--- config.mk ---
export PLATFORM = sky130hd
export DESIGN_NAME = predSquash
export DESIGN_NICKNAME = d
export VERILOG_FILES = /design/src/rtl/predPkg.sv /design/src/rtl/predCtrl.sv /design/src/rtl/predData.sv /design/src/rtl/predSquash.sv
export SDC_FILE = /design/constraint.sdc
export NUM_CORES = 1
export LEC_CHECK = 0
export ABC_AREA = 1
export BUFFER_PORTS_ARGS = -buffer_cell sky130_fd_sc_hd__buf_4
export CORE_MARGIN = 2
export CORE_UTILIZATION = 60
export DETAILED_ROUTE_END_ITERATION = 8
export GPL_ROUTABILITY_DRIVEN = 0
export PLACE_DENSITY = 0.78
export SETUP_SLACK_MARGIN = 0.3
export SLEW_MARGIN = 15
export SYNTH_ARGS = -nofsm -noshare
export SYNTH_HDL_FRONTEND = slang
export SYNTH_HIERARCHICAL = 1
export SYNTH_SLANG_ARGS = --single-unit
--- constraint.sdc ---
create_clock -name clk -period 3.76 [get_ports clk]
set_input_delay 0.752 -clock clk [delete_from_list [all_inputs] [get_ports clk]]
set_output_delay 0.752 -clock clk [all_outputs]
set_load 0.01 [all_outputs]
--- src/rtl/predPkg.sv ---
package predPkg;
  // Strobes from the control decode to the flag datapath.
  typedef struct packed {
    logic wrA;     // write the first destination
    logic wrB;     // write the second destination
    logic valA;    // value for the first destination
    logic valB;    // value for the second destination
    logic hitA;    // retire index matches the first destination this cycle
    logic hitB;    // retire index matches the second destination this cycle
    logic qpZero;  // retire names the fixed-one flag
  } predStrobeT;
endpackage

--- src/rtl/predCtrl.sv ---
module predCtrl
  import predPkg::*;
#(
  parameter int IdxW = 6
) (
  input  logic            cmpValid,
  input  logic [IdxW-1:0] cmpDstA,
  input  logic [IdxW-1:0] cmpDstB,
  input  logic            cmpResult,
  input  logic [IdxW-1:0] retQp,
  output predStrobeT      strobe
);
  logic dstAZero;
  logic dstBZero;
  logic sameDst;

  always_comb begin
    dstAZero = (cmpDstA == '0);
    dstBZero = (cmpDstB == '0);
    sameDst  = (cmpDstA == cmpDstB);

    strobe.wrA    = cmpValid && !dstAZero;
    // The first destination wins a collision, so the second write is dropped.
    strobe.wrB    = cmpValid && !dstBZero && !sameDst;
    strobe.valA   = cmpResult;
    strobe.valB   = !cmpResult;
    strobe.qpZero = (retQp == '0);
    strobe.hitA   = strobe.wrA && (cmpDstA == retQp);
    strobe.hitB   = strobe.wrB && (cmpDstB == retQp);
  end
endmodule

--- src/rtl/predData.sv ---
module predData
  import predPkg::*;
#(
  parameter int NumPred = 64,
  localparam int IdxW = $clog2(NumPred)
) (
  input  logic            clk,
  input  logic            rstN,
  input  predStrobeT      strobe,
  input  logic [IdxW-1:0] cmpDstA,
  input  logic [IdxW-1:0] cmpDstB,
  input  logic [IdxW-1:0] retQp,
  output logic            predRead
);
  logic [NumPred-1:0] predQ;

  for (genvar gi = 0; gi < NumPred; gi++) begin : g_flag
    if (gi == 0) begin : g_fixed
      assign predQ[gi] = 1'b1;
    end else begin : g_reg
      logic selA;
      logic selB;
      assign selA = strobe.wrA && (cmpDstA == IdxW'(gi));
      assign selB = strobe.wrB && (cmpDstB == IdxW'(gi));
      always_ff @(posedge clk or negedge rstN) begin
        if (!rstN)     predQ[gi] <= 1'b0;
        else if (selA) predQ[gi] <= strobe.valA;
        else if (selB) predQ[gi] <= strobe.valB;
      end
    end
  end

  always_comb begin
    if (strobe.qpZero)    predRead = 1'b1;
    else if (strobe.hitA) predRead = strobe.valA;
    else if (strobe.hitB) predRead = strobe.valB;
    else                  predRead = predQ[retQp];
  end
endmodule

--- src/rtl/predSquash.sv ---
module predSquash
  import predPkg::*;
#(
  parameter int NumPred = 64,
  localparam int IdxW = $clog2(NumPred)
) (
  input  logic            clk,
  input  logic            rstN,
  input  logic            cmpValid,
  input  logic [IdxW-1:0] cmpDstA,
  input  logic [IdxW-1:0] cmpDstB,
  input  logic            cmpResult,
  input  logic            retValid,
  input  logic [IdxW-1:0] retQp,
  output logic            retCommit,
  output logic            retCancel
);
  predStrobeT strobe;
  logic       predRead;

  predCtrl #(.IdxW(IdxW)) u_ctrl (
    .cmpValid (cmpValid),
    .cmpDstA  (cmpDstA),
    .cmpDstB  (cmpDstB),
    .cmpResult(cmpResult),
    .retQp    (retQp),
    .strobe   (strobe)
  );

  predData #(.NumPred(NumPred)) u_data (
    .clk     (clk),
    .rstN    (rstN),
    .strobe  (strobe),
    .cmpDstA (cmpDstA),
    .cmpDstB (cmpDstB),
    .retQp   (retQp),
    .predRead(predRead)
  );

  assign retCommit = retValid && predRead;
  assign retCancel = retValid && !predRead;
endmodule

==> impl_metrics.csv <==
group,metric,value,unit
drt,via_per_inst,6.38,
timing,setup_viol_count_final,0,
worst_setup_path,worstPathRequired,3.01,ns
clock_tree,cts_hold_buf,0,
logic_synthesis,netlist_area,4860,sq um
worst_setup_path,cpMostUsedCell,"nand3_1",
run,cap_violations,0,
cells_and_area,diodes,0,
timing,final-hold-violation-count,0,
drt,dr_total_vias,5579,
timing,tns,0,ns
worst_setup_path,r2r_cells,4,
worst_setup_path,critPathSlowestCell,"inv_2",
timing,finalMaxSlewViolations,0,
clock_tree,numClockSinks,63,
power,power,2.13,mW
timing,fmax,317,MHz
cells_and_area,area_growth,8.14,%
cells_and_area,fin_util,67.7,%
clock_tree,cts_tree,"done",
clock_tree,clock_path_buffers,2,
timing,worstMarginPinSlew,0.824,ns
timing,maxSlewHeadroom,45.1,%
global_routing,gr-total-overflow,0,
worst_setup_path,crit_buf_inv,4,
worst_setup_path,reg2reg_slack,2.87,ns
timing,finalCritPeriodShare,83.8,%
worst_setup_path,cp.arrival,2.40,ns
global_routing,grt_max_degree,64,
die,die_area,8840,sq um
global_routing,grt_first_pass_wirelength,25400,um
drt,dr.pass1.iters,6,
worst_setup_path,critPathKind,"primary input to output pin",
logic_synthesis,synth_cells,759,
logic_synthesis,yosysSeqAreaShare,32.4,%
power,ir_worst_vdd,0.240,mV
timing,clock_skew,0,ns
global_routing,antenna_found_initial,0,
timing,rsz0062_at_grt,"false",
global_routing,grt_pass1_vias,5104,
placement,dp_hpwl,11100,um
clock_tree,h-tree-depth,3,
drt,post_drt_wl_per_cell,18.3,um
clock_tree,post_cts_buffers,0,
clock_tree,cts_buffers,9,
worst_setup_path,critPathTopFamily,"simple AND/OR/NAND/NOR gates",
worst_setup_path,path_max_fanout,28,
cells_and_area,num-nets-final,791,
die,rows,32,
placement,port_buffers,24,
timing,timing.final.crit_period,3.15,ns
clock_tree,clk_latency,0.35,ns
worst_setup_path,crit_chain,"buf_4 > inv_2 > nand2_1 > nand3_1 > nand3_1 > nand3_1 > nand3_1 > nand3_1 > nand3_1 > nand2_1 > nand2_1 > nand2_1 > inv_1 > buf_4",
worst_setup_path,cp-end-kind,"output pin",
worst_setup_path,timing.rr.start,"u_data/predQ[14]$_DFFE_PN0P_",
cells_and_area,fillers,725,
die,pin_count,25,
drt,ant_nets,0,
logic_synthesis,postSynthAreaPerCell,6.40,sq um
cells_and_area,reg_top3,"u_data/predQ x63",
worst_setup_path,cp-start-kind,"primary input",
die,core,7770,sq um
clock_tree,clk_pin_slew,0.08,ns
cells_and_area,drive_gt1_share,8.02,%
worst_setup_path,cpPeakStageDelay,0.34,ns
clock_tree,clockRootBuffer,"clkbuf_8",
logic_synthesis,synth_cell_type_count,27,
worst_setup_path,worst_r2r_endpoint,"u_data/predQ[14]$_DFFE_PN0P_",
power,p_leak,2.34,nW
drt,routed_wl,16000,um
logic_synthesis,yosysWarnings,6,
die,die_h,94.0,um
drt,drt_first_iter_violations,620,
cells_and_area,largest_register,"u_data/predQ",
drt,drc,0,
cells_and_area,largest_register_ffs,63,
die,die_w,94.0,um
status,status,"finished clean",
hold_path,hold_path_class,"primary input to asynchronous set/reset pin",
global_routing,grtUsageTotal,37.4,%
die,initial_utilization,62.6,%
logic_synthesis,synth_nets,782,
worst_setup_path,crit_start,"retQp[0]",
logic_synthesis,ys_ff_latch,63,
power,p_per_area,405,nW/um^2
cell usage in the layout, fill, tap and decap left out, drive strengths merged, types with 8 or more instances in the layout:
cell	netlist	final
dfrtp	63	63
clkbuf	14	9
nand4	17	17
xor2	8	8
nand3	91	91
o31ai	8	8
o22ai	13	13
nand2	199	199
a21oi	17	17
buf	20	32
nor3	12	12
o21ai	21	21
nor2	108	108
inv	111	112
o221ai	46	46
area by class of cell:
class                      instances  area (sq um)  area share [%]
multi-input combinational        549          2690            51.1
inverter                         113           428            8.14
tap                              102           128            2.43
clock inverter                     7          72.6            1.38
timing repair buffer              32           240            4.57
sequential                        63          1580            30.0
clock buffer                       9           124            2.36
repair_timing:
item,CTS,global route
resized for setup,0,1
endpoints found under the setup margin,0,2
hold endpoints to repair,0,0
per-layer routing:
| layer | wire length, um | GRT usage, % | share of wire (%) |
|---|---|---|---|
| met1 | 6420 | 51.7 | 40 |
| met2 | 7040 | 56.3 | 44 |
| met3 | 1820 | 6.26 | 11 |
| met4 | 737 | 19.4 | 4.6 |
| met5 | 0 | 0 | 0 |
worst register-to-register path: cells and delay by family, from the launching register on:
family          cells  cell delay (ns)
flops               1             0.37
buf+inv             1             0.09
compound gates      1             0.15
simple gates        2             0.12
logic make-up after synthesis:
kind of cell / after synthesis / synth area share, %
and+or+nand+nor: 428 / 37.3
buffers and inverters: 147 / 12.3
DFF: 63 / 32.4
AOI/OAI and AO/OA: 113 / 16.5
xor gates and xnor gates: 8 / 1.44
worst max-delay path by stage:
stage	to	slack (ns)	cells after the start
after floorplan	retCancel	1.13	12
after detailed placement	retCommit	0.54	13
after global placement	retCommit	0.60	13
after CTS	retCommit	0.54	13
after global routing	retCommit	0.39	14
final	retCommit	0.61	14
synth_stat cells (all sizes together):
| master | n | area [sq um] |
|---|---|---|
| or2 | 1 | 6.26 |
| o21ai | 21 | 105 |
| nand4 | 17 | 106 |
| inv | 111 | 417 |
| dfrtp | 63 | 1580 |
| o22ai | 13 | 81.3 |
| nand3 | 91 | 455 |
| clkinv | 2 | 7.51 |
| o32ai | 4 | 35.0 |
| o311ai | 2 | 17.5 |
| buf | 20 | 120 |
| nor3 | 12 | 91.3 |
| xor2 | 8 | 70.1 |
| o31ai | 8 | 60.1 |
| nand2 | 199 | 747 |
| o221ai | 46 | 403 |
| a22oi | 2 | 15.0 |
| nor2 | 108 | 408 |
| a21oi | 17 | 85.1 |
| clkbuf | 14 | 52.6 |
metrics by stage:
step           setup slack (ns)  hold WS, ns  area (sq um)  std cells
2_1_floorplan              1.13        0.456          4860        759
3_3_place_gp              0.603        0.524          5050        859
3_5_place_dp              0.542        0.532          5050        859
4_1_cts                   0.545        0.513          5250        875
5_1_grt                   0.387        0.554          5260        875
6_report                  0.609        0.475          5260        875
report_power, final:
part	switching [mW]	internal, mW	total (mW)
logic	0.359	0.214	0.573
registers	0.0992	0.843	0.942
clock network	0.307	0.307	0.614
Note: power is estimated with default switching activity, not from simulation.
